File: config.mk
export PLATFORM = sky130hd
export DESIGN_NAME = serial_result_shifter
export DESIGN_NICKNAME = d
export VERILOG_FILES = /design/src/rtl/srs_pkg.sv /design/src/rtl/srs_edge.sv /design/src/rtl/srs_gap_timer.sv /design/src/rtl/serial_result_shifter.sv
export SDC_FILE = /design/constraint.sdc
export NUM_CORES = 1
export LEC_CHECK = 0
export ABC_AREA = 1
export CAP_MARGIN = 10
export CORE_AREA = 2 2 57 59
export CTS_CLUSTER_DIAMETER = 120
export CTS_CLUSTER_SIZE = 28
export DETAILED_ROUTE_END_ITERATION = 7
export DIE_AREA = 0 0 59 61
export GPL_TIMING_DRIVEN = 0
export PLACE_DENSITY = 0.77
export SYNTH_ARGS = -nofsm -noshare
export SYNTH_HDL_FRONTEND = slang
export SYNTH_HIERARCHICAL = 1
export SYNTH_SLANG_ARGS = --single-unit
File: constraint.sdc
create_clock -name clk -period 4.1 [get_ports clk]
set_input_delay 1.025 -clock clk [delete_from_list [all_inputs] [get_ports clk]]
set_output_delay 1.025 -clock clk [all_outputs]
set_load 0.02 [all_outputs]
File: src/rtl/srs_pkg.sv
package srs_pkg;

    typedef enum logic [1:0] {
        PH_IDLE   = 2'd0,
        PH_CONV   = 2'd1,
        PH_SHIFT  = 2'd2,
        PH_REJECT = 2'd3
    } srs_phase_e;

endpackage

File: src/rtl/srs_edge.sv
module srs_edge #(
    parameter bit IDLE_LVL = 1'b0
) (
    input  logic clk,
    input  logic rst_n,
    input  logic din,
    output logic rise,
    output logic fall
);
    logic prev_d, prev_q;

    always_comb begin
        prev_d = din;
        rise   = din & ~prev_q;
        fall   = ~din & prev_q;
    end

    always_ff @(posedge clk) begin
        if (!rst_n) prev_q <= IDLE_LVL;
        else        prev_q <= prev_d;
    end
endmodule

File: src/rtl/srs_gap_timer.sv
module srs_gap_timer #(
    parameter int W = 4
) (
    input  logic         clk,
    input  logic         rst_n,
    input  logic         load,
    input  logic [W-1:0] load_val,
    output logic         busy
);
    logic [W-1:0] cnt_d, cnt_q;

    always_comb begin
        if (load)              cnt_d = load_val;
        else if (cnt_q != '0)  cnt_d = cnt_q - 1'b1;
        else                   cnt_d = cnt_q;
        busy = (cnt_q != '0);
    end

    always_ff @(posedge clk) begin
        if (!rst_n) cnt_q <= '0;
        else        cnt_q <= cnt_d;
    end
endmodule

File: src/rtl/serial_result_shifter.sv
module serial_result_shifter
    import srs_pkg::*;
#(
    parameter int DATA_W     = 10,
    parameter int SUB_W      = 2,
    parameter int CONV_EDGES = 3,
    parameter int ACQ_CYC    = 12,
    parameter int REC_CYC    = 4
) (
    input  logic              clk,
    input  logic              rst_n,
    input  logic              cs_n,
    input  logic              sclk,
    input  logic [DATA_W-1:0] result,
    input  logic [SUB_W-1:0]  sub_bits,
    output logic              dout,
    output logic              dout_oe,
    output logic              timing_err
);
    localparam int WORD_W   = DATA_W + SUB_W;
    localparam int TAIL_POS = CONV_EDGES + WORD_W;
    localparam int POS_W    = $clog2(TAIL_POS + 1);
    localparam int GAP_MAX  = (ACQ_CYC > REC_CYC) ? ACQ_CYC : REC_CYC;
    localparam int GAP_W    = $clog2(GAP_MAX + 1);

    localparam logic [POS_W-1:0] CONV_P = POS_W'(CONV_EDGES);
    localparam logic [POS_W-1:0] TAIL_P = POS_W'(TAIL_POS);
    localparam logic [GAP_W-1:0] ACQ_V  = GAP_W'(ACQ_CYC);
    localparam logic [GAP_W-1:0] REC_V  = GAP_W'(REC_CYC);

    typedef struct packed {
        srs_phase_e        phase;
        logic [POS_W-1:0]  pos;
        logic [WORD_W-1:0] word;
        logic              dout;
        logic              oe;
        logic              err;
    } core_t;

    core_t d, q;

    logic             cs_rise, cs_fall, sclk_rise, sclk_fall_unused;
    logic             gap_load, gap_busy;
    logic [GAP_W-1:0] gap_val;
    logic [POS_W-1:0] pos_nxt;

    // chip select idles high, so its detector resets high
    srs_edge #(.IDLE_LVL(1'b1)) u_cs_edge (
        .clk(clk), .rst_n(rst_n), .din(cs_n),
        .rise(cs_rise), .fall(cs_fall)
    );

    srs_edge #(.IDLE_LVL(1'b0)) u_sclk_edge (
        .clk(clk), .rst_n(rst_n), .din(sclk),
        .rise(sclk_rise), .fall(sclk_fall_unused)
    );

    srs_gap_timer #(.W(GAP_W)) u_gap (
        .clk(clk), .rst_n(rst_n), .load(gap_load),
        .load_val(gap_val), .busy(gap_busy)
    );

    // bit value presented at a given frame position
    function automatic logic bit_at(input logic [WORD_W-1:0] w,
                                    input logic [POS_W-1:0]  p);
        logic [WORD_W-1:0] sh;
        if (p < CONV_P)       return 1'b0;
        else if (p < TAIL_P) begin
            sh = w << (p - CONV_P);
            return sh[WORD_W-1];
        end
        else                  return 1'b0;
    endfunction

    assign pos_nxt = (q.pos == TAIL_P) ? q.pos : q.pos + 1'b1;

    always_comb begin
        d        = q;
        d.err    = 1'b0;
        gap_load = 1'b0;
        gap_val  = ACQ_V;
        unique case (q.phase)
            PH_IDLE: begin
                if (cs_fall) begin
                    if (gap_busy) begin
                        d.phase = PH_REJECT;
                        d.err   = 1'b1;
                    end else begin
                        d.phase = (CONV_EDGES == 0) ? PH_SHIFT : PH_CONV;
                        d.pos   = '0;
                        d.word  = {result, sub_bits};
                        d.oe    = 1'b1;
                        d.dout  = bit_at({result, sub_bits}, '0);
                    end
                end
            end
            PH_CONV, PH_SHIFT: begin
                if (cs_rise) begin
                    d.phase  = PH_IDLE;
                    d.oe     = 1'b0;
                    d.dout   = 1'b0;
                    gap_load = 1'b1;
                    gap_val  = (q.phase == PH_CONV) ? ACQ_V : REC_V;
                end else if (sclk_rise) begin
                    d.pos   = pos_nxt;
                    d.dout  = bit_at(q.word, pos_nxt);
                    d.phase = (pos_nxt < CONV_P) ? PH_CONV : PH_SHIFT;
                end
            end
            PH_REJECT: begin
                if (cs_rise) d.phase = PH_IDLE;
            end
            default: d.phase = PH_IDLE;
        endcase
    end

    always_ff @(posedge clk) begin
        if (!rst_n) q <= '0;
        else        q <= d;
    end

    assign dout       = q.dout;
    assign dout_oe    = q.oe;
    assign timing_err = q.err;
endmodule

# Word level (Yosys, flattened, before mapping)
# Cells that the tools add are included.
# W data, S select, Z words.
[op_classes] n_eq_ne=11 n_reduce_logical=11 order_cmp=2 bitwise_logic=7 addsub=3 shifts=1 muxes=25
[op_table] operator="$mux W4" count=7
[op_table] operator="$mux W21" count=1
[op_table] operator="$mux W18" count=1
[op_table] operator="$ne A2 B2 Y1 const B" count=6
[op_table] operator="$shl A12 B4 Y12" count=1
[op_table] operator="$reduce_and A3 Y1" count=3
[op_table] operator="$mux W1" count=8
[op_table] operator="$mux W2" count=4
[op_table] operator="$pmux W4 S2" count=1
[op_table] operator="$reduce_and A4 Y1" count=2
[op_table] operator="$mux W6" count=1
[op_table] operator="$pmux W2 S3" count=1
[op_table] operator="$reduce_and A5 Y1" count=1
[op_table] operator="$add A4 B1 Y4 const B" count=1
[op_table] operator="$eq A2 B2 Y1 const B" count=2
[op_table] operator="$eq A4 B4 Y1 const B" count=1
[op_table] operator="$lt A4 B2 Y1 const B" count=1
[op_table] operator="$lt A4 B4 Y1 const B" count=1
[op_table] operator="$not A1 Y1" count=4
[op_table] operator="$pmux W2 S2" count=1
[op_table] operator="$reduce_bool A2 Y1" count=2
[op_table] operator="$reduce_bool A4 Y1" count=1
[op_table] operator="$sub A4 B1 Y4 const B" count=1
[op_table] operator="$sub A4 B2 Y4 const B" count=1
[op_table] operator="5 further kinds" count=7
[word_totals] wordCells=69 register_bits=27

# Longest topological paths before layout
# Gate-level depths: netlist (run 1).
[depth] word_depth=9 mapped_depth=12 mapped_depth_nobuf=12

# By module
# The synthesis (run 1) kept the hierarchy.
[by_module_without_submodules] module="serial_result_shifter" seq_area_each_um2=420.4 cells_each=184 n_inst=1 area_each_um2=1233.7
[by_module_without_submodules] module="srs_gap_timer" seq_area_each_um2=80.1 cells_each=41 n_inst=1 area_each_um2=270.3
[by_module_without_submodules] module="srs_edge (u_sclk_edge)" seq_area_each_um2=20.0 cells_each=7 n_inst=1 area_each_um2=45.0
[by_module_without_submodules] module="srs_edge (u_cs_edge)" seq_area_each_um2=20.0 cells_each=6 n_inst=1 area_each_um2=38.8

# Worst setup path before layout (run 1)
# No wires, ideal clock.
[synth_timing] kind="in2reg" start="input cs_n" end="register u_gap.cnt_q[3]" setup_time_ns=0.111 path_stages=7 arrival_ns=1.901 setup_slack_ns=2.087 path_buffers=0 t_required_ns=3.989 cell_sequence="inv_1 > nor2_1 > nand2_1 > or2_2 > or2_0 > nand3_1 > nor2_1"
[synth_between] elab_chain_len=4
[synth_rtl] item="start, declared" line_no="serial_result_shifter.sv:12" rtl="input logic cs_n,"
[synth_rtl] item="$and A1 B1 Y1" line_no="srs_edge.sv:14" rtl="rise = din & ~prev_q;"
[synth_rtl] item="via cs_rise" line_no="serial_result_shifter.sv:42" rtl="logic cs_rise, cs_fall, sclk_rise, sclk_fall_unused;"
[synth_rtl] item="$mux W4" line_no="serial_result_shifter.sv:98" rtl="if (cs_rise) begin"
[synth_rtl] item="$mux W4" line_no="serial_result_shifter.sv:82" rtl="unique case (q.phase)"
[synth_rtl] item="via gap_val[3]" line_no="serial_result_shifter.sv:44" rtl="logic [GAP_W-1:0] gap_val;"
[synth_rtl] item="$mux W4" line_no="srs_gap_timer.sv:13" rtl="if (load) cnt_d = load_val;"
[synth_rtl] item="end signal, assigned" line_no="srs_gap_timer.sv:21" rtl="else cnt_q <= cnt_d;"
[synth_rtl] item="end, declared" line_no="srs_gap_timer.sv:10" rtl="logic [W-1:0] cnt_d, cnt_q;"
# The timed path passes the listed nets, and every way through them passes these cells.
# A chain may end at the register's enable or synchronous reset.

# Worst setup path after layout (run 1)
[layout_timing] start="input cs_n" end="register q[16] (netlist name)"
[layout_between] elab_chain_len=4
[layout_rtl] item="$not A1 Y1" line_no="srs_edge.sv:15" rtl="fall = ~din & prev_q;"
[layout_rtl] item="$and A1 B1 Y1" line_no="srs_edge.sv:15"
[layout_rtl] item="via cs_fall" line_no="serial_result_shifter.sv:42"
[layout_rtl] item="$ne A2 B2 Y1 (no line)"
[layout_rtl] item="$reduce_and A5 Y1 (no line)"
[layout_rtl] item="end signal, assigned" line_no="serial_result_shifter.sv:118" rtl="if (!rst_n) q <= '0;"
[layout_rtl] item="end signal, assigned" line_no="serial_result_shifter.sv:119" rtl="else q <= d;"
[layout_rtl] item="end, declared" line_no="serial_result_shifter.sv:40" rtl="core_t d, q;"
# The timed path passes the listed nets, and every way through them passes these cells.

==> results.ini, run 1 <==
[run_status]
status=finished, final reports clean

[cts]
cts_resized=0
cts_buffers=3
htree_num_levels=1
cts_max_path_buffers=2
cts_hold_buf=0
post_cts_buffers=0
cts_root_buf=clkbuf_4
cts_tree=done
clk_latency_ps=320
cts_sinks=27
path_clk_slew_ps=150

[final_layout]
antennaDiodeCount=0
fill_cells=290
area_delta_synth_final_pct=16.2
nets=283
drive_gt1_share_pct=9.65

[power_and_ir_drop]
power_density_nw_per_um2=570
total_power_mw=1.05
vdd_ir_drop_max_mv=0.256
leakagePower_nw=0.814

[route]
drtIter0Drc=48
vias_per_cell=5.08
vias=1482
m1WireLength_um=1350
wl_per_cell_um=10.2
top_layer=met4
wl_met3_um=81
ant_nets=0
wl_met2_um=1510
routed_wl_um=2960
dr.pass1.iters=4
drc=0

[global_routing]
antenna_found_initial=0
grt_pass1_wl_um=5490
grt_pass1_vias=1420
overflow=0
grt_usage_pct=19.4
grt_max_degree=17

[timing]
skew_ps=7.12
grt_setup_unrepaired=no
finalHoldViolCount=0
finalCritPeriodShare_pct=57.3
setup_viol=0
setup_tns_ps=0
report.final.slew_viol_count=0
fmax_mhz=426
post-route-min-period_ps=2350
whs_ps=482
layout_setup_ws_ps=1750

[floorplanning]
fp.dieH_um=61
fp.dieW_um=59
initial_core_util_pct=53.5
core.rowCount=20
core_um2=2950
die_area_um2=3600
io_pins=19

[setup_path]
startpoint=cs_n
start_kind=primary input
critPathMaxStageDelay_ps=420
critPathKind=in -> reg
timing.critical_path.cells=clkdlybuf4s50_1 -> nor2_1 -> nor2_1 -> nor2_1 -> o211ai_1 -> nor2_1 -> nand2_1 -> a21oi_1
required_ps=4360
endpoint=q[16]$_SDFFE_PN0P_
worstReg2RegEnd=dout$_SDFFE_PN0P_
cp-end-kind=flop
worst-r2r-cell-count=12
worstReg2RegStart=q[15]$_SDFFE_PN0P_
path_max_fanout=5
slowest_stage=clkdlybuf4s50_1
rrSetupSlack_ps=1920
worstPathArrival_ps=2610
cpMostUsedCell=nor2_1

[min_path]
hp-class=reg -> reg
hold_path_depth=2

[yosys]
syn_avg_cell_area_um2=6.70
syn_inst=236
netlist_area_um2=1580
ys_warn_count=6

[place]
dp_hpwl_um=2320
dp_worst_setup_slack_ps=1420
finalWeightedCongestion=0.857
io_buffers=18

[flow_run]
cap_violations=0

## cell type report
class,instances,area [um^2],share of cell area [%]
inverters,30,113,6.13
clock inverters,1,7.51,0.409
plain buffers,3,11.3,0.613
multi-input cells,177,920,50.1
flip-flops and latches,27,541,29.4
well taps,33,41.3,2.25
repair buffers,18,180,9.82
clock buffers,3,22.5,1.23
## flip-flops by register name (all words and copies together) (netlist names)
register and cells:
u_cs_edge/prev_q 1, q 18, timing_err 1, u_gap/cnt_q 4, u_sclk_edge/prev_q 1, dout_oe 1
dout 1
## per-layer routing
layer  up-vias  track usage, %
li1        795               -
met1       665            22.6
met2        20            36.7
met3         2            3.41
met4         0            5.19
met5         -               0
## worst max-delay path, delay by kind of cell
family | cells | cell delay (ps)
compound gates | 2 | 340
buf+inv | 1 | 420
simple gates | 5 | 830
## cell usage in the layout (no fill, tap or decap), drive strengths merged
master         instances
nand2                 56
nor2                  48
inv                   29
dfxtp                 27
nand3                 21
clkdlybuf4s50         18
o21ai                 17
a21oi                 10
ha                     7
clkbuf                 6
nand4                  4
conb                   3
nor3                   2
o211ai                 2
nand3b                 2
or2                    2
clkinv                 1
a221oi                 1
a22oi                  1
clkinvlp               1
a21boi                 1
## power breakdown
part | internal, mW | switching (mW) | total, mW
clock network | 0.0373 | 0.0807 | 0.118
registers | 0.333 | 0.0482 | 0.381
logic | 0.208 | 0.339 | 0.547
## worst min-delay path by stage
stage / from / endpoint / slack (ps)
floorplan: u_gap/cnt_q[0]$_SDFFE_PN0P_ / u_gap/cnt_q[0]$_SDFFE_PN0P_ / 470
detailed placement: dout_oe$_SDFFE_PN0P_ / dout_oe$_SDFFE_PN0P_ / 470
global placement: dout_oe$_SDFFE_PN0P_ / dout_oe$_SDFFE_PN0P_ / 470
finish: dout_oe$_SDFFE_PN0P_ / dout_oe$_SDFFE_PN0P_ / 480
global route: dout_oe$_SDFFE_PN0P_ / dout_oe$_SDFFE_PN0P_ / 520
CTS: dout_oe$_SDFFE_PN0P_ / dout_oe$_SDFFE_PN0P_ / 490
## through the flow
stage | utilization, % | instance area, um^2 | std cells
after floorplan | - | 1580 | 237
after global placement | 61.1 | 1810 | 288
after detailed placement | 61.1 | 1810 | 288
after CTS | 62.2 | 1840 | 292
after global routing | 62.2 | 1840 | 292
final | 62.2 | 1840 | 292
Power figures use the tool's default switching activity.
==> inputs of run 2 (changes only) <==
--- a/config.mk
+++ b/config.mk
@@ -7,13 +7,13 @@
 export LEC_CHECK = 0
 export ABC_AREA = 1
 export CAP_MARGIN = 10
-export CORE_AREA = 2 2 57 59
+export CORE_AREA = 2 2 60 62
 export CTS_CLUSTER_DIAMETER = 120
 export CTS_CLUSTER_SIZE = 28
 export DETAILED_ROUTE_END_ITERATION = 7
-export DIE_AREA = 0 0 59 61
+export DIE_AREA = 0 0 62 64
 export GPL_TIMING_DRIVEN = 0
-export PLACE_DENSITY = 0.77
+export PLACE_DENSITY = 0.73
 export SYNTH_ARGS = -nofsm -noshare
 export SYNTH_HDL_FRONTEND = slang
 export SYNTH_HIERARCHICAL = 1
==> constraint.sdc (replaced) <==
create_clock -name clk -period 2 [get_ports clk]
set_input_delay 0.5 -clock clk [delete_from_list [all_inputs] [get_ports clk]]
set_output_delay 0.5 -clock clk [all_outputs]
set_load 0.02 [all_outputs]
==> results.ini, run 2 (synthesis results as in run 1) <==
[run_status]
status=finished, final reports clean

[setup_path]
worst-r2r-cell-count=12
rrSetupSlack_ps=130
start_kind=flop
critPathKind=reg -> reg
worstReg2RegEnd=dout$_SDFFE_PN0P_
required_ps=2230
worstReg2RegStart=q[15]$_SDFFE_PN0P_
path_max_fanout=5
worstPathArrival_ps=2100
cp-end-kind=flop

[route]
ant_nets=0
vias=1505
vias_per_cell=4.85
routed_wl_um=3150
wl_per_cell_um=10.2
drtIter0Drc=56
drc=0
dr.pass1.iters=5

[final_layout]
fill_cells=329
antennaDiodeCount=0
final_cell_mix=nand2_1, nor2_1, inv_1, dfxtp_1, clkdlybuf4s50_1
largest_reg_flops=18
largest_register=q
nets=288
drive_gt1_share_pct=15.9
design_area_um2=1960
final_common_cell=nand2_1
area_delta_synth_final_pct=23.8
largest_registers=q (18), u_gap/cnt_q (4)
final_core_util_pct=59.5

[floorplanning]
core.rowCount=21
io_pins=19
core_um2=3280
die_area_um2=3970
fp.dieH_um=64
fp.dieW_um=62
initial_core_util_pct=48.1

[cts]
clk_latency_ps=330
cts_buffers=3
cts_root_buf=clkbuf_4
cts_tree=done
path_clk_slew_ps=150
htree_num_levels=1
cts_sinks=27
cts_max_path_buffers=2

[power_and_ir_drop]
vdd_ir_drop_max_mv=0.557
leakagePower_nw=0.845
power_density_nw_per_um2=1160

[timing]
fmax_mhz=533
finalCritPeriodShare_pct=93.7
setup_tns_ps=0
skew_ps=6.56
setup_viol=0
report.final.slew_viol_count=0
layout_setup_ws_ps=125
finalHoldViolCount=0
post-route-min-period_ps=1870
whs_ps=476

[min_path]
hp-class=reg -> reg
hold_start=dout_oe$_SDFFE_PN0P_
min_to=dout_oe$_SDFFE_PN0P_
hold_path_depth=2

[place]
place_area_um2=1820
dp_worst_setup_slack_ps=-193
io_buffers=18
finalWeightedCongestion=0.781
dp_hpwl_um=2330

[global_routing]
grt_usage_pct=17.2
antenna_found_initial=0
overflow=0
grt_pass1_wl_um=5360
grt_max_degree=17
grt_pass1_vias=1320

[flow_run]
cap_violations=0

run 2: cell types whose count changed in the layout (fill, tap and decap cells not counted), moves of 2 or more:
cell	change
buf_4	+5
dfxtp_4	+2
dfxtp_1	-5
ha_1	-3
dfxtp_2	+3
ha_4	+2
run 2: how the worst max path moves through the flow:
stage / from / to / slack [ps] / cells after the start
floorplan: q[15]$_SDFFE_PN0P_ / dout$_SDFFE_PN0P_ / 70 / 12
global placement: q[15]$_SDFFE_PN0P_ / q[19]$_SDFFE_PN0P_ / -160 / 9
finish: q[15]$_SDFFE_PN0P_ / dout$_SDFFE_PN0P_ / 130 / 12
CTS: q[15]$_SDFFE_PN0P_ / q[19]$_SDFFE_PN0P_ / 20 / 9
detailed placement: q[15]$_SDFFE_PN0P_ / q[19]$_SDFFE_PN0P_ / -190 / 9
global route: q[15]$_SDFFE_PN0P_ / dout$_SDFFE_PN0P_ / -50 / 11
run 2: critical path: stages, from the launching register on:
cell      delay, ps
dfxtp_4         420
ha_4            200
nand3_4         120
nand2_2          90
nand2_2         110
ha_4            180
nand3b_1        180
nand2_1         120
inv_1            60
nand3_1          80
nand3b_1         70
nand2_1         100
a21oi_2          50
run 2: layout make-up:
type / count / area [um^2] / share of cell area (%)
multi-input cells: 177 / 975 / 49.8
repair buffers: 23 / 218 / 11.1
well taps: 46 / 57.6 / 2.94
flip-flops and latches: 27 / 552 / 28.2
inverters: 30 / 113 / 5.76
plain buffers: 3 / 11.3 / 0.576
clock inverters: 1 / 7.51 / 0.384
clock buffers: 3 / 22.5 / 1.15
run 2: layer usage:
metal | up-vias | share of wire [%] | global-route usage (%) | wire length, um
li1 | 809 | - | - | -
met1 | 653 | 45 | 23.6 | 1410
met2 | 39 | 49 | 27.6 | 1550
met3 | 4 | 4.9 | 3.04 | 156
met4 | 0 | 1.2 | 3.99 | 39
met5 | - | 0 | 0 | 0
run 2: per-stage QoR:
step / total power, mW / cells
after floorplan: 1.67 / 237
after global placement: 1.89 / 301
after detailed placement: 1.91 / 301
after CTS: 2.16 / 305
after global routing: 2.54 / 310
final: 2.28 / 310
run 2: report_power, final:
group	switching, mW	internal (mW)
Sequential	0.100	0.690
Clock	0.169	0.0764
Combinational	0.731	0.509
run 2: repair_timing:
item | CTS | global route
pin swaps | 0 | 4
setup buffers | 0 | 5
cloned | 0 | 0
setup endpoints to repair | 3 | 6
gates resized for setup | 5 | 13
hold buffers | 0 | 0
==> inputs of run 3 (changes only) <==
--- a/config.mk
+++ b/config.mk
@@ -14,6 +14,7 @@
 export DIE_AREA = 0 0 62 64
 export GPL_TIMING_DRIVEN = 0
 export PLACE_DENSITY = 0.73
+export RECOVER_POWER = 25
 export SYNTH_ARGS = -nofsm -noshare
 export SYNTH_HDL_FRONTEND = slang
 export SYNTH_HIERARCHICAL = 1
==> results.ini, run 3 (synthesis results as in run 1) <==
[place]
io_buffers=18
dp_worst_setup_slack_ps=-193
dp_hpwl_um=2330
finalWeightedCongestion=0.781
dp_cells=301
place_area_um2=1820

[timing]
setup_viol=0
skew_ps=3.64
setup_tns_ps=0
finalHoldViolCount=0
fmax_mhz=534
finalCritPeriodShare_pct=93.6
whs_ps=477
post-route-min-period_ps=1870
report.final.slew_viol_count=0
layout_setup_ws_ps=128

[setup_path]
worst-r2r-cell-count=12
required_ps=2230
cp-end-kind=flop
critPathKind=reg -> reg
path_max_fanout=5
worstReg2RegStart=q[15]$_SDFFE_PN0P_
worstPathArrival_ps=2110
start_kind=flop
rrSetupSlack_ps=130
worstReg2RegEnd=dout$_SDFFE_PN0P_

[route]
drc=0
wl_per_cell_um=10.1
vias_per_cell=4.87
ant_nets=0
dr.pass1.iters=4
routed_wl_um=3140
drtIter0Drc=50
vias=1510

[cts]
htree_num_levels=1
cts_tree=done
cts_hold_buf=0
cts_sinks=27
path_clk_slew_ps=150
cts_buffers=3
cts_max_path_buffers=2
clk_latency_ps=330
cts_root_buf=clkbuf_4

[power_and_ir_drop]
power.switching_mw=0.998
p_seq_share_pct=34.8
internal_power_mw=1.27
total_power_mw=2.27
power_density_nw_per_um2=1160
p_comb_share_pct=54.2
p_sw_share_pct=44.0
clkPwrFrac_pct=10.9
vdd_ir_drop_max_mv=0.559
leakagePower_nw=0.842

[floorplanning]
initial_core_util_pct=48.1
core_um2=3280
core.rowCount=21
die_area_um2=3970
fp.dieH_um=64
io_pins=19
fp.dieW_um=62

[run_status]
status=finished, final reports clean

[final_layout]
largest_reg_flops=18
design_area_um2=1950
final_common_cell=nand2_1
final_cell_mix=nand2_1, nor2_1, inv_1, dfxtp_1, nand3_1
final_core_util_pct=59.4
area_delta_synth_final_pct=23.4
drive_gt1_share_pct=15.2
nets=288
largest_register=q
largest_registers=q (18), u_gap/cnt_q (4)
fill_cells=330
antennaDiodeCount=0
final_cells=310

[min_path]
hold_path_depth=2
hold_start=dout_oe$_SDFFE_PN0P_
hp-class=reg -> reg
min_to=dout_oe$_SDFFE_PN0P_

[global_routing]
grt_usage_pct=17.2
antenna_found_initial=0
overflow=0
grt_max_degree=17
grt_pass1_vias=1320
grt_pass1_wl_um=5360

[flow_run]
cap_violations=0

## run 3: per-layer routing
layer / track usage, % / wire (um)
met1: 23.6 / 1430
met3: 3.04 / 142
met2: 27.6 / 1510
met5: 0 / 0
met4: 3.99 / 61
## run 3: how the worst max path moves through the flow
stage,start,to,slack (ps)
2_1_floorplan,q[15]$_SDFFE_PN0P_,dout$_SDFFE_PN0P_,70
3_3_place_gp,q[15]$_SDFFE_PN0P_,q[19]$_SDFFE_PN0P_,-160
3_5_place_dp,q[15]$_SDFFE_PN0P_,q[19]$_SDFFE_PN0P_,-190
4_1_cts,q[15]$_SDFFE_PN0P_,q[19]$_SDFFE_PN0P_,20
5_1_grt,q[15]$_SDFFE_PN0P_,dout$_SDFFE_PN0P_,-50
6_report,q[15]$_SDFFE_PN0P_,dout$_SDFFE_PN0P_,130
## run 3: timing repair
item,4_1_cts,5_1_grt
setup endpoints to repair,3,6
pin swaps,0,4
setup buffers,0,5
gates resized for setup,5,13
## run 3: area by class of cell
type | instances | area (um^2) | share of cell area, %
multi-input cells | 177 | 970 | 49.7
clock inverters | 1 | 7.51 | 0.385
well taps | 46 | 57.6 | 2.95
clock buffers | 3 | 22.5 | 1.15
repair buffers | 23 | 218 | 11.2
flip-flops and latches | 27 | 552 | 28.3
inverters | 30 | 113 | 5.77
plain buffers | 3 | 11.3 | 0.577
## run 3: critical path, cell delays in order, from the launching register on
cell      delay, ps
dfxtp_4         420
ha_4            200
nand3_4         120
nand2_2          90
nand2_2         110
ha_4            180
nand3b_1        180
nand2_1         120
inv_1            60
nand3_1          80
nand3b_1         70
nand2_1         100
a21oi_2          50
## run 3: power by group through the flow
stage / combinational, mW / sequential (mW) / clock, mW
after global routing: 1.45 / 0.809 / 0.275
final: 1.23 / 0.791 / 0.248
after floorplan: 0.884 / 0.784 / 0
after CTS: 1.12 / 0.788 / 0.255
after detailed placement: 1.11 / 0.794 / 0
after global placement: 1.10 / 0.792 / 0
